<file path="src/rtl/l2p_pkg.sv">
package l2p_pkg;
  localparam int NUM_BANKS = 2;
  localparam int PIPE_DEPTH = 5;

  typedef struct packed {
    logic acc;
    logic src;
    logic v3;
  } bankStrb_t;
endpackage

</file>
<file path="src/rtl/l2p_tag_cmp.sv">
module l2p_tag_cmp #(
  parameter int TAG_W = 11,
  parameter int WAYS = 4
) (
  input  logic [WAYS*(TAG_W+1)-1:0] entries,
  input  logic [TAG_W-1:0]          lookTag,
  output logic                      hit,
  output logic [$clog2(WAYS)-1:0]   way
);
  localparam int ENT_W = TAG_W + 1;
  localparam int WAY_W = $clog2(WAYS);

  logic [WAYS-1:0] match;

  for (genvar w = 0; w < WAYS; w++) begin : g_way
    assign match[w] = entries[w*ENT_W + TAG_W] &&
                      (entries[w*ENT_W +: TAG_W] == lookTag);
  end

  always_comb begin
    hit = |match;
    way = '0;
    for (int w = WAYS - 1; w >= 0; w--) begin
      if (match[w]) way = WAY_W'(w);
    end
  end
endmodule

</file>
<file path="src/rtl/l2p_ctrl.sv">
module l2p_ctrl
  import l2p_pkg::*;
#(
  parameter int IDX_W = 4,
  parameter int WAY_W = 2,
  parameter int TAG_W = 11
) (
  input  logic                           clk,
  input  logic                           rstN,
  input  logic                           intValid,
  input  logic                           intBank,
  input  logic                           fpValid,
  input  logic                           fpBank,
  output logic                           intReady,
  output logic                           fpReady,
  input  logic                           tuValid,
  input  logic [IDX_W-1:0]               tuIdx,
  input  logic [WAY_W-1:0]               tuWay,
  input  logic [TAG_W-1:0]               tuTag,
  input  logic                           tuLive,
  output logic [NUM_BANKS-1:0]           tagWe,
  output logic [IDX_W-1:0]               tagWIdx,
  output logic [WAY_W-1:0]               tagWWay,
  output logic [TAG_W-1:0]               tagWTag,
  output logic                           tagWLive,
  output bankStrb_t [NUM_BANKS-1:0]      strb,
  output logic [NUM_BANKS-1:0]           rspValid
);
  assign intReady = 1'b1;
  assign fpReady  = !(intValid && fpValid && (intBank == fpBank));

  for (genvar b = 0; b < NUM_BANKS; b++) begin : g_bank
    logic intTake;
    logic fpTake;
    logic [PIPE_DEPTH-1:0] stageV;

    assign intTake = intValid && (intBank == 1'(b));
    assign fpTake  = fpValid && fpReady && (fpBank == 1'(b));

    always_ff @(posedge clk or negedge rstN) begin
      if (!rstN) stageV <= '0;
      else       stageV <= {stageV[PIPE_DEPTH-2:0], intTake || fpTake};
    end

    assign strb[b].acc  = intTake || fpTake;
    assign strb[b].src  = !intTake;
    assign strb[b].v3   = stageV[2];
    assign rspValid[b]  = stageV[PIPE_DEPTH-1];
  end

  always_ff @(posedge clk or negedge rstN) begin
    if (!rstN) begin
      tagWe    <= '0;
      tagWIdx  <= '0;
      tagWWay  <= '0;
      tagWTag  <= '0;
      tagWLive <= 1'b0;
    end else begin
      tagWe <= {NUM_BANKS{tuValid}};
      if (tuValid) begin
        tagWIdx  <= tuIdx;
        tagWWay  <= tuWay;
        tagWTag  <= tuTag;
        tagWLive <= tuLive;
      end
    end
  end
endmodule

</file>
<file path="src/rtl/l2p_bank_dp.sv">
module l2p_bank_dp
  import l2p_pkg::*;
#(
  parameter int ADDR_W = 16,
  parameter int DATA_W = 64,
  parameter int ID_W = 4,
  parameter int IDX_W = 4,
  parameter int WAYS = 4
) (
  input  logic                            clk,
  input  bankStrb_t                       strb,
  input  logic                            intWrite,
  input  logic [ADDR_W-2:0]               intLine,
  input  logic [DATA_W-1:0]               intWdata,
  input  logic [ID_W-1:0]                 intId,
  input  logic                            fpWrite,
  input  logic [ADDR_W-2:0]               fpLine,
  input  logic [DATA_W-1:0]               fpWdata,
  input  logic [ID_W-1:0]                 fpId,
  output logic [IDX_W-1:0]                tagRdIdx,
  input  logic [WAYS*(ADDR_W-IDX_W)-1:0]  tagRdData,
  output logic [$clog2(WAYS)+IDX_W-1:0]   sramAddr,
  output logic                            sramRe,
  output logic                            sramWe,
  output logic [DATA_W-1:0]               sramWdata,
  input  logic [DATA_W-1:0]               sramRdata,
  output logic                            rspHit,
  output logic                            rspWrite,
  output logic                            rspSrc,
  output logic [ID_W-1:0]                 rspId,
  output logic [DATA_W-1:0]               rspData
);
  localparam int WAY_W = $clog2(WAYS);
  localparam int TAG_W = ADDR_W - 1 - IDX_W;

  logic [ADDR_W-2:0] s1Line, s2Line;
  logic [IDX_W-1:0]  s3Idx;
  logic              s1Wr, s2Wr, s3Wr, s4Wr;
  logic              s1Src, s2Src, s3Src, s4Src;
  logic [ID_W-1:0]   s1Id, s2Id, s3Id, s4Id;
  logic [DATA_W-1:0] s1Wd, s2Wd, s3Wd;
  logic              s3Hit, s4Hit;
  logic [WAY_W-1:0]  s3Way;
  logic              hit2;
  logic [WAY_W-1:0]  way2;

  l2p_tag_cmp #(.TAG_W(TAG_W), .WAYS(WAYS)) u_cmp (
    .entries (tagRdData),
    .lookTag (s2Line[ADDR_W-2:IDX_W]),
    .hit     (hit2),
    .way     (way2)
  );

  always_ff @(posedge clk) begin
    s1Line <= strb.src ? fpLine  : intLine;
    s1Wr   <= strb.src ? fpWrite : intWrite;
    s1Wd   <= strb.src ? fpWdata : intWdata;
    s1Id   <= strb.src ? fpId    : intId;
    s1Src  <= strb.src;

    s2Line <= s1Line;
    s2Wr   <= s1Wr;
    s2Wd   <= s1Wd;
    s2Id   <= s1Id;
    s2Src  <= s1Src;

    s3Idx  <= s2Line[IDX_W-1:0];
    s3Wr   <= s2Wr;
    s3Wd   <= s2Wd;
    s3Id   <= s2Id;
    s3Src  <= s2Src;
    s3Hit  <= hit2;
    s3Way  <= way2;

    s4Wr   <= s3Wr;
    s4Id   <= s3Id;
    s4Src  <= s3Src;
    s4Hit  <= s3Hit;

    rspHit   <= s4Hit;
    rspWrite <= s4Wr;
    rspSrc   <= s4Src;
    rspId    <= s4Id;
    rspData  <= (s4Hit && !s4Wr) ? sramRdata : '0;
  end

  assign tagRdIdx  = s1Line[IDX_W-1:0];
  assign sramAddr  = {s3Way, s3Idx};
  assign sramRe    = strb.v3 && s3Hit && !s3Wr;
  assign sramWe    = strb.v3 && s3Hit && s3Wr;
  assign sramWdata = s3Wd;
endmodule

</file>
<file path="src/rtl/l2p_top.sv">
module l2p_top
  import l2p_pkg::*;
#(
  parameter int ADDR_W = 16,
  parameter int DATA_W = 64,
  parameter int ID_W = 4,
  parameter int IDX_W = 4,
  parameter int WAYS = 4,
  localparam int WAY_W = $clog2(WAYS),
  localparam int TAG_W = ADDR_W - 1 - IDX_W,
  localparam int ENT_W = TAG_W + 1,
  localparam int SADDR_W = WAY_W + IDX_W
) (
  input  logic                                clk,
  input  logic                                rstN,
  input  logic                                intValid,
  output logic                                intReady,
  input  logic                                intWrite,
  input  logic [ADDR_W-1:0]                   intAddr,
  input  logic [DATA_W-1:0]                   intWdata,
  input  logic [ID_W-1:0]                     intId,
  input  logic                                fpValid,
  output logic                                fpReady,
  input  logic                                fpWrite,
  input  logic [ADDR_W-1:0]                   fpAddr,
  input  logic [DATA_W-1:0]                   fpWdata,
  input  logic [ID_W-1:0]                     fpId,
  input  logic                                tuValid,
  input  logic [IDX_W-1:0]                    tuIdx,
  input  logic [WAY_W-1:0]                    tuWay,
  input  logic [TAG_W-1:0]                    tuTag,
  input  logic                                tuLive,
  output logic [1:0][IDX_W-1:0]               tagRdIdx,
  input  logic [1:0][WAYS*ENT_W-1:0]          tagRdData,
  output logic [1:0]                          tagWe,
  output logic [IDX_W-1:0]                    tagWIdx,
  output logic [WAY_W-1:0]                    tagWWay,
  output logic [TAG_W-1:0]                    tagWTag,
  output logic                                tagWLive,
  output logic [1:0][SADDR_W-1:0]             sramAddr,
  output logic [1:0]                          sramRe,
  output logic [1:0]                          sramWe,
  output logic [1:0][DATA_W-1:0]              sramWdata,
  input  logic [1:0][DATA_W-1:0]              sramRdata,
  output logic [1:0]                          rspValid,
  output logic [1:0]                          rspHit,
  output logic [1:0]                          rspWrite,
  output logic [1:0]                          rspSrc,
  output logic [1:0][ID_W-1:0]                rspId,
  output logic [1:0][DATA_W-1:0]              rspData
);
  bankStrb_t [NUM_BANKS-1:0] strb;

  l2p_ctrl #(.IDX_W(IDX_W), .WAY_W(WAY_W), .TAG_W(TAG_W)) u_ctrl (
    .clk      (clk),
    .rstN     (rstN),
    .intValid (intValid),
    .intBank  (intAddr[0]),
    .fpValid  (fpValid),
    .fpBank   (fpAddr[0]),
    .intReady (intReady),
    .fpReady  (fpReady),
    .tuValid  (tuValid),
    .tuIdx    (tuIdx),
    .tuWay    (tuWay),
    .tuTag    (tuTag),
    .tuLive   (tuLive),
    .tagWe    (tagWe),
    .tagWIdx  (tagWIdx),
    .tagWWay  (tagWWay),
    .tagWTag  (tagWTag),
    .tagWLive (tagWLive),
    .strb     (strb),
    .rspValid (rspValid)
  );

  for (genvar b = 0; b < NUM_BANKS; b++) begin : g_bank
    l2p_bank_dp #(
      .ADDR_W(ADDR_W), .DATA_W(DATA_W), .ID_W(ID_W), .IDX_W(IDX_W), .WAYS(WAYS)
    ) u_dp (
      .clk       (clk),
      .strb      (strb[b]),
      .intWrite  (intWrite),
      .intLine   (intAddr[ADDR_W-1:1]),
      .intWdata  (intWdata),
      .intId     (intId),
      .fpWrite   (fpWrite),
      .fpLine    (fpAddr[ADDR_W-1:1]),
      .fpWdata   (fpWdata),
      .fpId      (fpId),
      .tagRdIdx  (tagRdIdx[b]),
      .tagRdData (tagRdData[b]),
      .sramAddr  (sramAddr[b]),
      .sramRe    (sramRe[b]),
      .sramWe    (sramWe[b]),
      .sramWdata (sramWdata[b]),
      .sramRdata (sramRdata[b]),
      .rspHit    (rspHit[b]),
      .rspWrite  (rspWrite[b]),
      .rspSrc    (rspSrc[b]),
      .rspId     (rspId[b]),
      .rspData   (rspData[b])
    );
  end
endmodule

</file>
<file path="config.mk">
export PLATFORM = sky130hd
export DESIGN_NAME = l2p_top
export DESIGN_NICKNAME = d
export VERILOG_FILES = /design/src/rtl/l2p_pkg.sv /design/src/rtl/l2p_tag_cmp.sv /design/src/rtl/l2p_ctrl.sv /design/src/rtl/l2p_bank_dp.sv /design/src/rtl/l2p_top.sv
export SDC_FILE = /design/constraint.sdc
export NUM_CORES = 1
export LEC_CHECK = 0
export ABC_AREA = 1
export CAP_MARGIN = 20
export CELL_PAD_IN_SITES_DETAIL_PLACEMENT = 1
export CELL_PAD_IN_SITES_GLOBAL_PLACEMENT = 1
export CORE_AREA = 3 3 286 288
export CTS_CLUSTER_DIAMETER = 30
export DETAILED_ROUTE_END_ITERATION = 16
export DIE_AREA = 0 0 289 291
export DONT_BUFFER_PORTS = 1
export PLACE_DENSITY_LB_ADDON = 0.3
export SYNTH_ARGS = -nofsm -noshare
export SYNTH_HDL_FRONTEND = slang
export SYNTH_SLANG_ARGS = --single-unit
</file>
<file path="constraint.sdc">
create_clock -name clk -period 1.9 [get_ports clk]
set_input_delay 0.38 -clock clk [delete_from_list [all_inputs] [get_ports clk]]
set_output_delay 0.38 -clock clk [all_outputs]
set_load 0.1 [all_outputs]
</file>
Word level (Yosys, flattened, before mapping) --
Cells that the tools add are included. W data, S select, Z words.
Word-level totals: register bits 679, latch bits 0, bits in writable memories 0, bits in read-only memories 0, output and inout bits 318, memories 0
Operators by class: add/subtract/negate cells 0, multipliers 0, div/mod/pow operators 0, order comparisons 0, eq/ne operators 9, shifts and indexed selects 0, mux-type cells 14, bitwise gates (word level) 2, reduce and logical (&&, ||, !) cells 36
Operator list (count):
- $mux W64 | 2
- $eq A11 B11 Y1 | 8
- $mux W15 | 2
- $logic_and A1 B1 Y1 | 23
- $mux W2 | 4
- $mux W4 | 2
- $reduce_or A4 Y1 | 2
- $logic_not A1 Y1 | 7
- $mux W1 | 4
- $reduce_or A2 Y1 | 2
- $logic_or A1 B1 Y1 | 2
- $not A1 Y1 | 2
- $eq A1 B1 Y1 | 1

Depth between registers and ports, before layout --
depth in word-level cells 6, gate-level depth with buffers 11, gate-level depth less buffers 10

Hierarchy --
From an unflattened synthesis, not the netlist that was laid out.
Unflattened totals: cell total of the unflattened synthesis 1912, area, all modules 18885.6 µm²
By module, submodules not included:
- l2p_bank_dp | instances 2, cells each 740, area an instance 8109.0 µm²
- l2p_tag_cmp | instances 2, cells each 163, area an instance 758.2 µm²
- l2p_ctrl | instances 1, cells each 106, area an instance 1151.1 µm²

Worst setup path after synthesis --
Ideal clock, no wire load.
path type in2out, start input intAddr[0], end output fpReady, data arrival time 1.899 ns, data required time 1.520 ns, setup slack -0.379 ns, stages on the path 2, path buffers 0, path through inv_1 o211ai_1
Between the ends: longest elaborated chain between the ends 3
RTL lines:
- start, declared | RTL line l2p_top.sv:19 | input logic [ADDR_W-1:0] intAddr,
- $eq A1 B1 Y1 | RTL line l2p_ctrl.sv:30 | assign fpReady = !(intValid && fpValid && (intBank == fpBank));
- $logic_and A1 B1 Y1 | RTL line l2p_ctrl.sv:30
- $logic_not A1 Y1 | RTL line l2p_ctrl.sv:30
- end, declared | RTL line l2p_top.sv:23 | output logic fpReady,
Every way passes these cells.

Final worst setup path --
start register g_bank[0].u_dp.s3Wr, end output sramWe[0]
Between the ends: longest elaborated chain between the ends 1
RTL lines:
- start, declared | RTL line l2p_bank_dp.sv:38 | logic s1Wr, s2Wr, s3Wr, s4Wr;
- start signal, assigned | RTL line l2p_bank_dp.sv:68 | s3Wr <= s2Wr;
- $logic_and A1 B1 Y1 | RTL line l2p_bank_dp.sv:90 | assign sramWe = strb.v3 && s3Hit && s3Wr;
- end, declared | RTL line l2p_top.sv:42 | output logic [1:0] sramWe,
Every way passes these cells.

==> metrics.log <==
INFO  metric outcome = finished clean
INFO  metric synth-simple-area-share = 10.1%
INFO  metric worstSkewPairLatency = 0.69 ns
INFO  metric clock.fmax = 536 MHz
INFO  metric hold_path_depth = 5
INFO  metric netSwitchingFraction = 27.4%
INFO  metric clock_share_of_power = 54.6%
INFO  metric grt_pass1_wl = 102,000 µm
INFO  metric unrepaired_setup_endpoints_after_global_routing = yes
INFO  metric p_int = 32.6 mW
INFO  metric post_synth.cell_area_avg = 10.5 µm²
INFO  metric ys.flop_type = sky130_fd_sc_hd__dfxtp_1
INFO  metric dpl_cell_area = 22,100 µm²
INFO  metric fin_crit_sh = 98.2%
INFO  metric globalRouteTotalUtil = 16.2%
INFO  metric hold_end = g_bank[1].u_dp.s3Way[0]
INFO  metric netlist_area = 18,700 µm²
INFO  metric area_of_the_core = 79,100 µm²
INFO  metric first_global_vias = 16,971
INFO  metric critical_path.cell_chain = inv_1 -> nor2_4 -> buf_12
INFO  metric yosys.area_share.adder = 0%
INFO  metric reg2reg_to = g_bank[0].u_dp.s3Hit
INFO  metric finalClockSkew = 0.0386 ns
INFO  metric synthesized_net_count = 2,197
INFO  metric synth-seq-area-share = 73.6%
INFO  metric design.portCount = 735
INFO  metric post_drt_wl_per_cell = 18.6 µm
INFO  metric synthArstFlopShare = 4.27%
INFO  metric total_switching_power = 12.3 mW
INFO  metric crit_path_max_fanout = 3
INFO  metric multi_input_comb_area = 3460 µm²
INFO  metric totalWireLength = 69,800 µm
INFO  metric final_design_utilization = 39.4%
INFO  metric clk_pin_slew = 0.04 ns
INFO  metric antenna_found_initial = 22
INFO  metric worst_slack_placed = 0.367 ns
INFO  metric drt_iter0_drc = 457
INFO  metric crit_slowest_cell = sky130_fd_sc_hd__dfxtp_1
INFO  metric yosys_warnings = 0
INFO  metric routability_cong = 0.834
INFO  metric hpwl = 47,600 µm
INFO  metric grt_start_max_net_pins = 65
INFO  metric setup.worst_path.class = register to primary output
INFO  metric max_cap_violations = 0
INFO  metric final_design_area_no_fill = 31,200 µm²
INFO  metric ctsRootBufferMaster = sky130_fd_sc_hd__clkbuf_16
INFO  metric combinationalPowerShare = 9.9%
INFO  metric cts_max_path_buffers = 3
INFO  metric setup_slack_of_the_critical_path_after_layout = 0.0346 ns
INFO  metric ant_nets = 0
INFO  metric timing.critical_path.max_delay_family = flip-flops
INFO  metric route.vias.total = 14,769
INFO  metric hold_start = tagRdData[86]
INFO  metric critPathArrivalTime = 1.49 ns
INFO  metric post_synth_mux_area_share = 1.09%
INFO  metric die_area = 84,100 µm²
INFO  metric cellPowerDensity = 1440 nW/µm²
INFO  metric final_max_slew_viol_count = 0
INFO  metric synth.area.top_cells = sky130_fd_sc_hd__dfxtp_1 (70%), sky130_fd_sc_hd__nand2_1 (5.9%), sky130_fd_sc_hd__inv_1 (5.5%)
INFO  metric vias_per_cell = 3.94
INFO  metric fp.dieW = 289 µm
INFO  metric dieHeight = 291 µm
INFO  metric synth_top_family_by_area = simple AND/OR/NAND/NOR gates
INFO  metric initial_utilization = 23.6%
INFO  metric detail_route.first_pass.iterations = 6
INFO  metric placement_row_count = 103
INFO  metric max_slew.worst_pin.slew = 0.898 ns
INFO  metric cts_made_buffers = 136
INFO  metric worst_setup_path_startpoint = g_bank[0].u_dp.s3Wr
INFO  metric critical_path.max_stage_delay = 0.39 ns
INFO  metric post_synth_num_cell_types = 31
INFO  metric overflow = 0
INFO  metric hold_path.class = input port to register
INFO  metric numPlacedInstances = 3,075
INFO  metric drc = 0
INFO  metric hold_viol = 0
INFO  metric cp_data_required_time = 1.52 ns
INFO  metric max_slew_margin = 39.9%
INFO  metric cp-start-kind = register
INFO  metric reg2reg_slack = 0.19 ns
INFO  metric synthDominantAreaCellType = sky130_fd_sc_hd__dfxtp_1
INFO  metric fillerInstances = 8,568
INFO  metric final_net_count = 2,990
INFO  metric yosys.area_share.xor_xnor = 1.17%
INFO  metric area_delta_synth_final = 67.0%
INFO  metric layoutNonFillerInstCount = 3,746
INFO  metric finalWorstPathRequiredPeriod = 1.87 ns
INFO  metric share_seq_of_total_power = 35.5%
INFO  metric seqCellArea = 13,800 µm²
INFO  metric post-synth-top-area-fraction = 69.7%
INFO  metric synth_edf_count = 0
INFO  metric rr_startpoint = g_bank[0].u_dp.s2Line[13]
INFO  metric synth-compound-area-share = 5.89%
INFO  metric synthCells = 1,780
INFO  metric proportion_of_layout_cells_with_a_drive_suffix_above_1 = 24.0%
INFO  metric power_leakage = 14.6 nW
INFO  metric cts_max_level = 4
INFO  metric tritoncts = done
INFO  metric timing.reg2reg.worst_path_depth = 8
INFO  metric timing.hold.ws = 0.0664 ns
INFO  metric worstSetupPathDepth = 3
INFO  metric worstSetupEndpointType = primary output
INFO  metric cp_num_buf_inv = 2
INFO  metric timing.final.setup_violations = 0
INFO  metric portBuffers = 0
INFO  metric vdd.ir_drop.worst = 0.817 mV
INFO  metric ys_seq_elements = 679
INFO  metric clock_sinks = 679
## final cells by class
type	instances	area share, %
clock buffers	159	11.6
clock inverters	90	3.99
diodes	12	0.0963
repair buffers	728	21.3
well taps	1050	4.21
inverters	294	3.56
multi-input cells	734	11.1
flip-flops and latches	679	44.2
## sequential cells by signal, indices dropped and copies added (netlist names), 8 cells and up
signal and cells:
g_bank.u_dp.rspData 128, g_bank.u_dp.s1Wd 128, g_bank.u_dp.s2Wd 128, g_bank.u_dp.sramWdata 128, g_bank.u_dp.s1Line 30, g_bank.u_dp.s2Line 30
u_ctrl.tagWTag 11, u_ctrl.g_bank.stageV 10, g_bank.u_dp.rspId 8, g_bank.u_dp.s1Id 8, g_bank.u_dp.s2Id 8, g_bank.u_dp.s3Id 8
g_bank.u_dp.s3Idx 8, g_bank.u_dp.s4Id 8
## routing by layer
metal	vias up	track usage (%)	wire, µm
met5	-	0	94
met4	14	8.47	3070
met3	189	7.25	6890
met2	646	29.7	36300
met1	6942	15.0	23400
li1	6978	-	-
## timing repair
action / CTS / global route
cloned: 0 / 0
pin swaps: 3 / 4
endpoints found under the setup margin: 22 / 7
gates resized for setup: 36 / 5
endpoints found under the hold margin: 347 / 0
setup buffers: 2 / 0
hold buffers: 408 / 0
## per-stage QoR
stage | TNS [ns] | power (mW)
finish | 0 | 44.9
global route | -0.326 | 46.7
CTS | -0.359 | 45.4
detailed placement | 0 | 19.8
global placement | 0 | 19.7
floorplan | -0.336 | 18.8
## worst max-delay path by stage
stage	slack [ns]	to
detailed placement	0.37	g_bank[1].u_dp.s1Wd[17]
CTS	-0.11	sramRe[0]
finish	0.03	sramWe[0]
floorplan	-0.34	fpReady
global placement	0.40	g_bank[1].u_dp.s3Way[1]
global route	-0.12	sramWe[0]
## placed cells by master (no fill, tap or decap), types with 6 or more instances in the layout
| master | instances |
|---|---|
| sky130_fd_sc_hd__xnor2_1 | 22 |
| sky130_fd_sc_hd__o211ai_1 | 6 |
| sky130_fd_sc_hd__dlygate4sd3_1 | 407 |
| sky130_fd_sc_hd__clkinv_2 | 11 |
| sky130_fd_sc_hd__clkinv_16 | 7 |
| sky130_fd_sc_hd__buf_4 | 308 |
| sky130_fd_sc_hd__inv_1 | 270 |
| sky130_fd_sc_hd__clkbuf_16 | 138 |
| sky130_fd_sc_hd__nand2_2 | 7 |
| sky130_fd_sc_hd__inv_6 | 22 |
| sky130_fd_sc_hd__clkbuf_1 | 13 |
| sky130_fd_sc_hd__clkinv_4 | 17 |
| sky130_fd_sc_hd__o21ai_0 | 183 |
| sky130_fd_sc_hd__nand3_1 | 12 |
| sky130_fd_sc_hd__clkbuf_8 | 9 |
| sky130_fd_sc_hd__nor2_1 | 146 |
| sky130_fd_sc_hd__dfrtp_2 | 19 |
| sky130_fd_sc_hd__buf_12 | 12 |
| sky130_fd_sc_hd__nand2_1 | 288 |
| sky130_fd_sc_hd__nand4_1 | 6 |
| sky130_fd_sc_hd__inv_2 | 19 |
| sky130_fd_sc_hd__diode_2 | 12 |
| sky130_fd_sc_hd__o21ai_1 | 11 |
| sky130_fd_sc_hd__mux2_2 | 18 |
| sky130_fd_sc_hd__clkinvlp_4 | 10 |
| sky130_fd_sc_hd__dfxtp_1 | 646 |
| sky130_fd_sc_hd__bufinv_16 | 15 |
| sky130_fd_sc_hd__dfrtp_1 | 10 |
| sky130_fd_sc_hd__nor3_1 | 6 |
## Yosys cell counts (6+ instances only)
master                     instances
sky130_fd_sc_hd__inv_1           272
sky130_fd_sc_hd__buf_2            15
sky130_fd_sc_hd__buf_4            30
sky130_fd_sc_hd__o211ai_1          6
sky130_fd_sc_hd__nor3_1            6
sky130_fd_sc_hd__dfrtp_1          29
sky130_fd_sc_hd__inv_2            18
sky130_fd_sc_hd__xnor2_1          22
sky130_fd_sc_hd__o21ai_1          11
sky130_fd_sc_hd__nand2_1         294
sky130_fd_sc_hd__nor2_1          150
sky130_fd_sc_hd__o21ai_0         183
sky130_fd_sc_hd__dfxtp_1         650
sky130_fd_sc_hd__nand4_1           6
sky130_fd_sc_hd__mux2_2           18
sky130_fd_sc_hd__clkbuf_1         26
sky130_fd_sc_hd__nand3_1          12
## worst reg2reg max path: stages, from the launching register on
cell and delay (ns):
sky130_fd_sc_hd__dfxtp_2 0.40, sky130_fd_sc_hd__xnor2_1 0.15, sky130_fd_sc_hd__nand3_1 0.09, sky130_fd_sc_hd__dlygate4sd3_1 0.56, sky130_fd_sc_hd__nor2_1 0.12, sky130_fd_sc_hd__nand3_1 0.12, sky130_fd_sc_hd__nand2_1 0.12, sky130_fd_sc_hd__inv_1 0.05
sky130_fd_sc_hd__nand2_1 0.05
## kinds of logic (layout without fill, tap and decap cells)
family | after synthesis | count (layout)
simple gates | 479 | 479
flops | 679 | 679
other cells | 1 | 13
mux | 18 | 18
xor+xnor | 25 | 25
compound gates | 211 | 211
buf+inv | 367 | 1271
## power by group through the flow
stage	sequential, mW	combinational (mW)	clock [mW]
floorplan	17.9	0.924	0
global placement	16.2	3.55	0
detailed placement	16.2	3.58	0
CTS	15.9	4.43	25.1
global route	16.0	4.71	26.0
finish	15.9	4.46	24.5
(Power assumes the default switching activity.)
